## src/rtl/canfc_pkg.sv

```systemverilog
`timescale 1ns/1ps
package canfc_pkg;
   typedef enum logic [1:0] {
      FC_ACTIVE  = 2'd0,
      FC_PASSIVE = 2'd1,
      FC_BUSOFF  = 2'd2
   } fc_state_e;
endpackage

```

## src/rtl/canfc_run_detect.sv

```systemverilog
`timescale 1ns/1ps
// Counts consecutive recessive samples; pulses run_done on the last one.
module canfc_run_detect #(
   parameter int unsigned RUN_LEN = 11,
   parameter bit          REC_LVL = 1'b1
) (
   input  logic clk,
   input  logic rst_n,
   input  logic clr,
   input  logic bit_valid,
   input  logic bus_bit,
   output logic run_done
);
   localparam int unsigned RW = $clog2(RUN_LEN + 1);

   logic          is_rec;
   logic [RW-1:0] run_q;

   generate
      if (REC_LVL) begin : g_rec_high
         assign is_rec = bus_bit;
      end else begin : g_rec_low
         assign is_rec = ~bus_bit;
      end
   endgenerate

   assign run_done = bit_valid && is_rec && (run_q == RW'(RUN_LEN - 1));

   always_ff @(posedge clk or negedge rst_n) begin
      if (!rst_n) begin
         run_q <= '0;
      end else if (clr) begin
         run_q <= '0;
      end else if (bit_valid) begin
         if (!is_rec || run_done) run_q <= '0;
         else                     run_q <= run_q + 1'b1;
      end
   end
endmodule

```

## src/rtl/canfc_tx_count.sv

```systemverilog
`timescale 1ns/1ps
// Transmit-error counter with saturating decrement and bus-off detection.
module canfc_tx_count #(
   parameter int unsigned W       = 9,
   parameter int unsigned OFF_LIM = 256
) (
   input  logic         clk,
   input  logic         rst_n,
   input  logic         clr,
   input  logic         hold,
   input  logic         recover,
   input  logic         sw_ld,
   input  logic [W-1:0] sw_val,
   input  logic [1:0]   inc8_n,
   input  logic         dec_req,
   output logic [W-1:0] cnt,
   output logic         off_hit
);
   localparam int unsigned SW = W + 1;

   logic          dec;
   logic [SW-1:0] sum_w;

   always_comb begin
      dec     = dec_req && (cnt != '0);
      sum_w   = {1'b0, cnt} - {{W{1'b0}}, dec} + {{(SW-5){1'b0}}, inc8_n, 3'b000};
      off_hit = !hold && !sw_ld && (sum_w >= SW'(OFF_LIM));
   end

   always_ff @(posedge clk or negedge rst_n) begin
      if (!rst_n) begin
         cnt <= '0;
      end else if (clr || recover) begin
         cnt <= '0;
      end else if (!hold) begin
         if (sw_ld)        cnt <= sw_val;
         else if (off_hit) cnt <= W'(OFF_LIM);
         else              cnt <= sum_w[W-1:0];
      end
   end
endmodule

```

## src/rtl/canfc_rx_count.sv

```systemverilog
`timescale 1ns/1ps
// Receive-error counter; counts idle runs while the node is bus-off.
module canfc_rx_count #(
   parameter int unsigned W          = 8,
   parameter int unsigned PASS_LIM   = 128,
   parameter int unsigned RELOAD     = 119,
   parameter int unsigned RECOV_RUNS = 128
) (
   input  logic         clk,
   input  logic         rst_n,
   input  logic         clr,
   input  logic         busoff,
   input  logic         enter_off,
   input  logic         sw_ld,
   input  logic [W-1:0] sw_val,
   input  logic         inc1,
   input  logic [1:0]   inc8_n,
   input  logic         good_rx,
   input  logic         run_done,
   output logic [W-1:0] cnt,
   output logic         recov_hit
);
   logic [W-1:0] base_w;
   logic [W-1:0] inc_w;
   logic [W-1:0] next_w;
   logic         below;

   always_comb begin
      below  = (cnt < W'(PASS_LIM));
      base_w = cnt;
      if (good_rx) begin
         if (cnt == '0) base_w = '0;
         else if (below) base_w = cnt - 1'b1;
         else base_w = W'(RELOAD);
      end
      inc_w     = {{(W-5){1'b0}}, inc8_n, 3'b000} + {{(W-1){1'b0}}, inc1};
      next_w    = below ? (base_w + inc_w) : base_w;
      recov_hit = busoff && run_done && (cnt == W'(RECOV_RUNS - 1));
   end

   always_ff @(posedge clk or negedge rst_n) begin
      if (!rst_n) begin
         cnt <= '0;
      end else if (clr) begin
         cnt <= '0;
      end else if (busoff) begin
         if (recov_hit)     cnt <= '0;
         else if (run_done) cnt <= cnt + 1'b1;
      end else if (enter_off) begin
         cnt <= '0;
      end else if (sw_ld) begin
         cnt <= sw_val;
      end else begin
         cnt <= next_w;
      end
   end
endmodule

```

## src/rtl/can_fault_conf.sv

```systemverilog
`timescale 1ns/1ps
module can_fault_conf #(
   parameter int unsigned TEC_W      = 9,
   parameter int unsigned REC_W      = 8,
   parameter int unsigned PASS_LIM   = 128,
   parameter int unsigned OFF_LIM    = 256,
   parameter int unsigned RELOAD     = 119,
   parameter int unsigned RUN_LEN    = 11,
   parameter int unsigned RECOV_RUNS = 128,
   parameter bit          REC_LVL    = 1'b1
) (
   input  logic             clk,
   input  logic             rst_n,
   input  logic             mod_clr,
   input  logic             ev_rx_err,
   input  logic             ev_rx_flagerr,
   input  logic             ev_tx_flag,
   input  logic             ev_tx_flagerr,
   input  logic             ev_dom_run,
   input  logic             ev_tx_ok,
   input  logic             ev_rx_ok,
   input  logic             bit_valid,
   input  logic             bus_bit,
   input  logic             sw_wr,
   input  logic [REC_W-1:0] sw_wdata,
   output logic [TEC_W-1:0] tec,
   output logic [REC_W-1:0] rec,
   output logic [1:0]       fc_state,
   output logic             flag_passive,
   output logic             recov_irq
);
   import canfc_pkg::*;

   generate
      if ((2 ** TEC_W) <= (OFF_LIM + 24)) begin : g_chk_tec_w
         $error("TEC_W too narrow for OFF_LIM plus one cycle of increments");
      end
      if ((2 ** REC_W) <= (PASS_LIM + 17)) begin : g_chk_rec_w
         $error("REC_W too narrow for PASS_LIM plus one cycle of increments");
      end
      if (RELOAD >= PASS_LIM) begin : g_chk_reload
         $error("RELOAD must lie below PASS_LIM");
      end
      if (RECOV_RUNS < 1 || RECOV_RUNS >= (2 ** REC_W)) begin : g_chk_runs
         $error("RECOV_RUNS out of range for REC_W");
      end
      if (RUN_LEN < 2) begin : g_chk_run_len
         $error("RUN_LEN must be at least 2");
      end
      if (TEC_W <= REC_W) begin : g_chk_widths
         $error("TEC_W must exceed REC_W");
      end
   endgenerate

   logic       busoff_q;
   logic       irq_q;
   logic       sw_ld;
   logic       off_hit;
   logic       run_done;
   logic       recov_hit;
   logic [1:0] tx_inc8_n;
   logic [1:0] rx_inc8_n;
   fc_state_e  st;

   assign sw_ld     = sw_wr && !busoff_q;
   assign tx_inc8_n = {1'b0, ev_tx_flag} + {1'b0, ev_tx_flagerr} + {1'b0, ev_dom_run};
   assign rx_inc8_n = {1'b0, ev_rx_flagerr} + {1'b0, ev_dom_run};

   canfc_tx_count #(.W(TEC_W), .OFF_LIM(OFF_LIM)) tx_i (
      .clk     (clk),
      .rst_n   (rst_n),
      .clr     (mod_clr),
      .hold    (busoff_q),
      .recover (recov_hit),
      .sw_ld   (sw_ld),
      .sw_val  ({{(TEC_W-REC_W){1'b0}}, sw_wdata}),
      .inc8_n  (tx_inc8_n),
      .dec_req (ev_tx_ok),
      .cnt     (tec),
      .off_hit (off_hit)
   );

   canfc_rx_count #(.W(REC_W), .PASS_LIM(PASS_LIM), .RELOAD(RELOAD),
                    .RECOV_RUNS(RECOV_RUNS)) rx_i (
      .clk       (clk),
      .rst_n     (rst_n),
      .clr       (mod_clr),
      .busoff    (busoff_q),
      .enter_off (off_hit),
      .sw_ld     (sw_ld),
      .sw_val    (sw_wdata),
      .inc1      (ev_rx_err),
      .inc8_n    (rx_inc8_n),
      .good_rx   (ev_rx_ok),
      .run_done  (run_done),
      .cnt       (rec),
      .recov_hit (recov_hit)
   );

   canfc_run_detect #(.RUN_LEN(RUN_LEN), .REC_LVL(REC_LVL)) run_i (
      .clk       (clk),
      .rst_n     (rst_n),
      .clr       (mod_clr || !busoff_q),
      .bit_valid (bit_valid),
      .bus_bit   (bus_bit),
      .run_done  (run_done)
   );

   always_ff @(posedge clk or negedge rst_n) begin
      if (!rst_n) begin
         busoff_q <= 1'b0;
         irq_q    <= 1'b0;
      end else begin
         irq_q <= !mod_clr && recov_hit;
         if (mod_clr || recov_hit) busoff_q <= 1'b0;
         else if (off_hit)         busoff_q <= 1'b1;
      end
   end

   always_comb begin
      if (busoff_q)                                        st = FC_BUSOFF;
      else if (tec >= TEC_W'(PASS_LIM) || rec >= REC_W'(PASS_LIM)) st = FC_PASSIVE;
      else                                                 st = FC_ACTIVE;
   end

   assign fc_state     = st;
   assign flag_passive = (st == FC_PASSIVE);
   assign recov_irq    = irq_q;
endmodule

```

## config.mk

```make
export PLATFORM = sky130hd
export DESIGN_NAME = can_fault_conf
export DESIGN_NICKNAME = d
export VERILOG_FILES = /design/src/rtl/canfc_pkg.sv /design/src/rtl/canfc_run_detect.sv /design/src/rtl/canfc_tx_count.sv /design/src/rtl/canfc_rx_count.sv /design/src/rtl/can_fault_conf.sv
export SDC_FILE = /design/constraint.sdc
export NUM_CORES = 1
export LEC_CHECK = 0
export BUFFER_PORTS_ARGS = -buffer_cell sky130_fd_sc_hd__buf_2
export CORE_ASPECT_RATIO = 0.7
export CORE_MARGIN = 5
export CORE_UTILIZATION = 35
export DETAILED_ROUTE_END_ITERATION = 7
export PLACE_DENSITY = 0.52
export SLEW_MARGIN = 10
export SYNTH_ARGS = -nofsm -noshare
export SYNTH_HDL_FRONTEND = slang
export SYNTH_SLANG_ARGS = --single-unit
```

## constraint.sdc

```tcl
create_clock -name clk -period 3.7 [get_ports clk]
set_input_delay 0.185 -clock clk [delete_from_list [all_inputs] [get_ports clk]]
set_output_delay 0.185 -clock clk [all_outputs]
set_load 0.05 [all_outputs]
```

### After elaboration in Yosys (flattened, before gate mapping)

Index checks and enable logic that the tools add are counted.

| word-level totals | value |
|---|---|
| register bits | 23 |
| input port bits | 21 |
| output and inout port bits | 21 |
| logic and storage cells | 66 |

| operators by class | value |
|---|---|
| add/subtract/negate cells | 10 |
| order comparisons | 4 |
| equality and inequality tests | 5 |
| mux-type cells | 21 |
| reductions and logical operators | 21 |

Operators by type and width:

| kind | number |
|---|---|
| $mux W8 | 10 |
| $mux W9 | 4 |
| $mux W4 | 3 |
| $add A10 B5 Y10 | 1 |
| $ge A10 B9 Y1 const B | 1 |
| $sub A9 B1 Y10 | 1 |
| $ge A9 B8 Y1 const B | 1 |
| $logic_and A1 B1 Y1 | 9 |
| $reduce_bool A9 Y1 | 1 |
| $add A8 B1 Y8 const B | 1 |
| $add A8 B8 Y8 | 1 |
| $eq A8 B7 Y1 const B | 1 |
| $ge A8 B8 Y1 const B | 1 |
| $logic_not A8 Y1 | 1 |
| $lt A8 B8 Y1 const B | 1 |
| $sub A8 B1 Y8 const B | 1 |
| $add A5 B1 Y6 | 1 |
| $add A1 B1 Y2 | 2 |
| $add A4 B1 Y4 const B | 1 |
| $eq A4 B4 Y1 const B | 1 |
| $logic_not A1 Y1 | 4 |
| $logic_or A1 B1 Y1 | 4 |
| $ne A4 B2 Y1 const B | 1 |
| $reduce_bool A2 Y1 | 2 |
| 5 further kinds | 7 |

### Longest topological paths before layout

| depth | value |
|---|---|
| word-level depth | 10 |
| mapped depth | 17 |

### Cells and area by module

A second synthesis with hierarchy kept.

| unflattened totals | value |
|---|---|
| cell total of the unflattened synthesis | 316 |
| area, all modules | 2631.3 um^2 |

By module, submodules not included:

| module | instances | cells each | area an instance (um^2) | sequential area each (um^2) |
|---|---|---|---|---|
| canfc_rx_count | 1 | 164 | 1244.9 | 200.2 |
| canfc_tx_count | 1 | 110 | 1006.0 | 225.2 |
| canfc_run_detect | 1 | 28 | 237.7 | 100.1 |
| can_fault_conf | 1 | 14 | 142.6 | 50.0 |

### Worst setup path after synthesis

OpenSTA, ideal clock, no wires.

| timing | value |
|---|---|
| path type | reg-to-reg |
| start point | register tx_i.cnt[8] |
| end point | register rx_i.cnt[4] |
| library setup time | 83 ps |
| arrival | 3425 ps |
| data required time | 3617 ps |
| slack | 192 ps |
| stages on the path, launching flop included | 17 |
| path buffers | 0 |
| path through | dfrtp_1 -> inv_1 -> nand4_1 -> nor4_1 -> a21boi_0 -> ha_1 -> inv_1 -> ha_1 -> inv_1 -> fa_1 -> nor2b_1 -> o31a_1 -> o41ai_1 -> o21ba_2 -> o32a_1 -> a211o_1 -> o22ai_1 |

| on the way | value |
|---|---|
| word-level cells in the longest chain between the ends | 9 |

RTL lines:

| what | line | RTL |
|---|---|---|
| from (decl) | canfc_tx_count.sv:16 | `output logic [W-1:0] cnt,` |
| from (signal assigned) | canfc_tx_count.sv:36 | `if (sw_ld) cnt <= sw_val;` |
| from (signal assigned) | canfc_tx_count.sv:37 | `else if (off_hit) cnt <= W'(OFF_LIM);` |
| from (signal assigned) | canfc_tx_count.sv:38 | `else cnt <= sum_w[W-1:0];` |
| $reduce_bool A9 Y1 | canfc_tx_count.sv:25 | `dec = dec_req && (cnt != '0);` |
| $logic_and A1 B1 Y1 | canfc_tx_count.sv:25 |  |
| $sub A9 B1 Y10 (*) | canfc_tx_count.sv:26 | `sum_w = {1'b0, cnt} - {{W{1'b0}}, dec} + {{(SW-5){1'b0}}, inc8_n, 3'b000};` |
| $add A10 B5 Y10 (*) | canfc_tx_count.sv:26 |  |
| $ge A10 B9 Y1 (*) | canfc_tx_count.sv:27 | `off_hit = !hold && !sw_ld && (sum_w >= SW'(OFF_LIM));` |
| $logic_and A1 B1 Y1 (*) | canfc_tx_count.sv:27 |  |
| $mux W8 (*) | canfc_rx_count.sv:49 | `end else if (enter_off) begin` |
| $mux W8 (*) | canfc_rx_count.sv:46 | `end else if (busoff) begin` |
| $mux W8 (*) | canfc_rx_count.sv:44 | `end else if (clr) begin` |
| to (signal assigned) | canfc_rx_count.sv:48 | `else if (run_done) cnt <= cnt + 1'b1;` |
| to (signal assigned) | canfc_rx_count.sv:52 | `cnt <= sw_val;` |
| to (signal assigned) | canfc_rx_count.sv:54 | `cnt <= next_w;` |
| to (decl) | canfc_rx_count.sv:20 | `output logic [W-1:0] cnt,` |

Every way passes the cells marked *; elsewhere a longest branch is shown, timed or not.
A chain may end at the register's enable or synchronous reset.

### Worst setup path after layout

| timing | value |
|---|---|
| start point | register tx_i.cnt[3] |
| end point | register rx_i.cnt[4] |

The elaborated chain is that of the path after synthesis.

==> impl_metrics.ini <==
[routing]
drcViolationCount = 0
via_count = 2437
firstDrtPassIters = 5
wirelength_um = 7550
drtIter0Drc = 160
via_per_inst = 5.60
routedWlPerCell_um = 17.4
detail-route-antenna-nets = 0

[logic_synthesis]
synthTopCellsByCount = inv_1 (27), ha_1 (24), nor2_1 (24), o21ai_0 (24), dfrtp_1 (23)
yosysMostFrequentCell = inv_1
ys_top_cells_by_area = dfrtp_1 (24%), ha_1 (13%), o21ai_0 (5.0%), inv_1 (4.3%), nor2_1 (3.8%)
yosysWarnings = 0
postSynth.topFlopCell = dfrtp_1
synth_edf_count = 0
synth_seq_cells = 23
yosysSeqAreaShare_pct = 24.2
synth_nets = 344
avgSynthCellArea_um2 = 8.02
yosys.cell_types.count = 64
synth_cells = 297
synthArstFlopShare_pct = 100
yosysTopAreaCellShare_pct = 24.2
synth_area_um2 = 2380
synth_top_area_cell = dfrtp_1

[place]
dp_hpwl_um = 5870
dp_slack_ns = 0.114
place.gp.congestion = 0.841
dpl_cell_area_um2 = 2720
port-buffer-count = 41

[cts]
numCtsBuffers = 3
insertion_delay_ns = 0.28
cts_tree = yes
cts.clk_slew.worst_paths_ns = 0.08
ctsHtreeMaxLevel = 1
root_buffer = clkbuf_8
cts_max_path_buffers = 2
clkSinkCount = 23

[sta]
hold_viol = 0
worst_slew_pin_slew_ns = 1.18
report.final.slew_viol_count = 0
slew_headroom_pct = 20.7
fin_setup_tns_ns = 0
fmax_ghz = 0.282
fin_crit_sh_pct = 95.8
fin_ws_ns = 0.157
setup_viol_count_final = 0
period_needed_ns = 3.54
finClkSkew_ns = 0.00758

[finish]
fin_area_um2 = 2800
area_delta_synth_final_pct = 17.6
nets = 389
fin_util_pct = 41.9
final_layout_size_suffix_gt1_share_pct = 22.3
antenna_cells = 0

[floorplanning]
pin_count = 42
die_area_um2 = 8580
die-height_um = 79.0
fp-row-count = 25
core_um2 = 6690
start_util_pct = 35.6
die_width_um = 109

[pwr]
pwr-share-comb_pct = 72.5
seq_power_share_pct = 18.8
internal-power_uw = 907
p_sw_uw = 1040
ir_worst_vdd_mv = 0.424
clkPwrFrac_pct = 8.7
power_density_nw_per_um2 = 694
switching_share_pct = 53.4
leakagePower_uw = 0.00130

[global_routing]
grt_overflow_total = 0
grt_antenna_before_repair = 0
grt_pass1_wl_um = 12100
grt_pass1_vias = 2232
grt_max_degree = 24
grt_usage_pct = 17.8

[run_status]
outcome = complete, no violations

[job]
cap_violations = 0

[critical_path]
critical-path-slowest-cell = dfrtp_1
worstSetupEndpointType = register
crit_path_start_kind = register
critPathMostFrequentCell = inv_1
cp_data_arrival_time_ns = 3.74
crit_fanout = 5
critPathTopFamily = compound AO/OA/AOI/OAI gates
required_ns = 3.89
cp_cell_sequence = inv_1, nand4_1, nor4_2, a21boi_1, ha_1, inv_1, ha_1, inv_1, fa_1, nor2b_2, o31a_1, o41ai_1, o21ba_2, o32a_1, a211o_1, o22ai_1
critPathMaxStageDelay_ns = 0.41
timing_worst_setup_path_type = reg2reg
crit_buf_inv = 3

[worst_hold_path]
hold_path.class = in2reg
==> state kept, by name, summed over array words and instances, names as in the netlist <==
signal,count
run_i.run_q,4
tx_i.cnt,9
busoff_q,1
recov_irq,1
rx_i.cnt,8
==> cell families (layout without fill, tap and decap cells) <==
group,after synthesis,in the layout,synth area share [%]
AND/OR/NAND/NOR,96,96,21.0
AO/OA/AOI/OAI,94,94,27.1
buffers and inverters,43,87,7.51
adder cells (fa/ha/maj),26,26,14.3
flip-flops,23,23,24.2
XOR/XNOR,9,9,3.31
multiplexers,6,6,2.68
==> repair_timing <==
action | in CTS | in global routing
buffers inserted | 0 | 1
endpoints found under the setup margin | 0 | 16
gates resized for setup | 0 | 6
endpoints found under the hold margin | 23 | 0
hold buffers | 1 | 0
==> placed cells by master, fill, tap and decap left out, types with 3 or more instances in the layout <==
cell	instances
ha_1	24
o22ai_1	6
buf_2	41
nand2_1	19
dfrtp_1	23
and3_1	4
buf_4	13
inv_1	26
or2_2	3
mux2_2	3
a31oi_1	5
xnor2_1	6
nand3_1	9
mux2i_1	3
clkbuf_8	3
nor2b_1	5
a211oi_1	4
o21ai_0	24
nor3_1	9
nand2b_1	3
nand4_1	3
nor2_1	24
a21oi_1	15
a22oi_1	11
xor2_1	3
==> tightest hold or removal path: stages <==
cell	delay, ns
buf_2	0.10
a22oi_1	0.06
o21ai_0	0.07
==> power by group through the flow <==
stage          Sequential, uW  Combinational (uW)  Clock (uW)
2_1_floorplan             517                 860           0
3_3_place_gp              369                1380           0
3_5_place_dp              369                1370           0
4_1_cts                   364                1380         170
5_1_grt                   373                1550         182
6_report                  366                1410         169
==> area by class of cell <==
class                   count  area, um2
flip-flops and latches     23        576
multi-input cells         231       1650
fillers                   732       3890
well taps                  94        118
clock buffers               4       45.0
inverters                  28        105
repair buffers             55        313
==> routing by layer <==
layer / up-vias / global-route usage, % / wire, um / share of wire [%]
li1: 1181 / - / - / -
met1: 1162 / 29.1 / 3940 / 52
met2: 88 / 24.0 / 3060 / 40
met3: 6 / 3.49 / 518 / 6.9
met4: 0 / 2.27 / 41 / 0.54
met5: - / 0 / 0 / 0
==> worst paths after layout <==
kind                             startpoint        endpoint  slack [ns]  depth (start not counted)
min in group asynchronous             rst_n  run_i.run_q[2]        0.44                          2
max in group asynchronous             rst_n     rx_i.cnt[3]        2.87                          2
worst max register to register  tx_i.cnt[3]     rx_i.cnt[4]        0.16                         16
worst max-delay path            tx_i.cnt[3]     rx_i.cnt[4]        0.16                         16
worst min-delay path            sw_wdata[4]     tx_i.cnt[4]        0.17                          3
worst min register to register  tx_i.cnt[4]     tx_i.cnt[4]        0.55                          2
==> metrics by stage <==
step	hold slack [ns]	std cells	power, uW
floorplan	-0.111	297	1380
global placement	0.216	429	1750
detailed placement	0.218	429	1740
CTS	0.175	434	1920
global route	0.173	435	2100
finish	0.173	435	1950
Note: power is estimated with default switching activity, not from simulation.
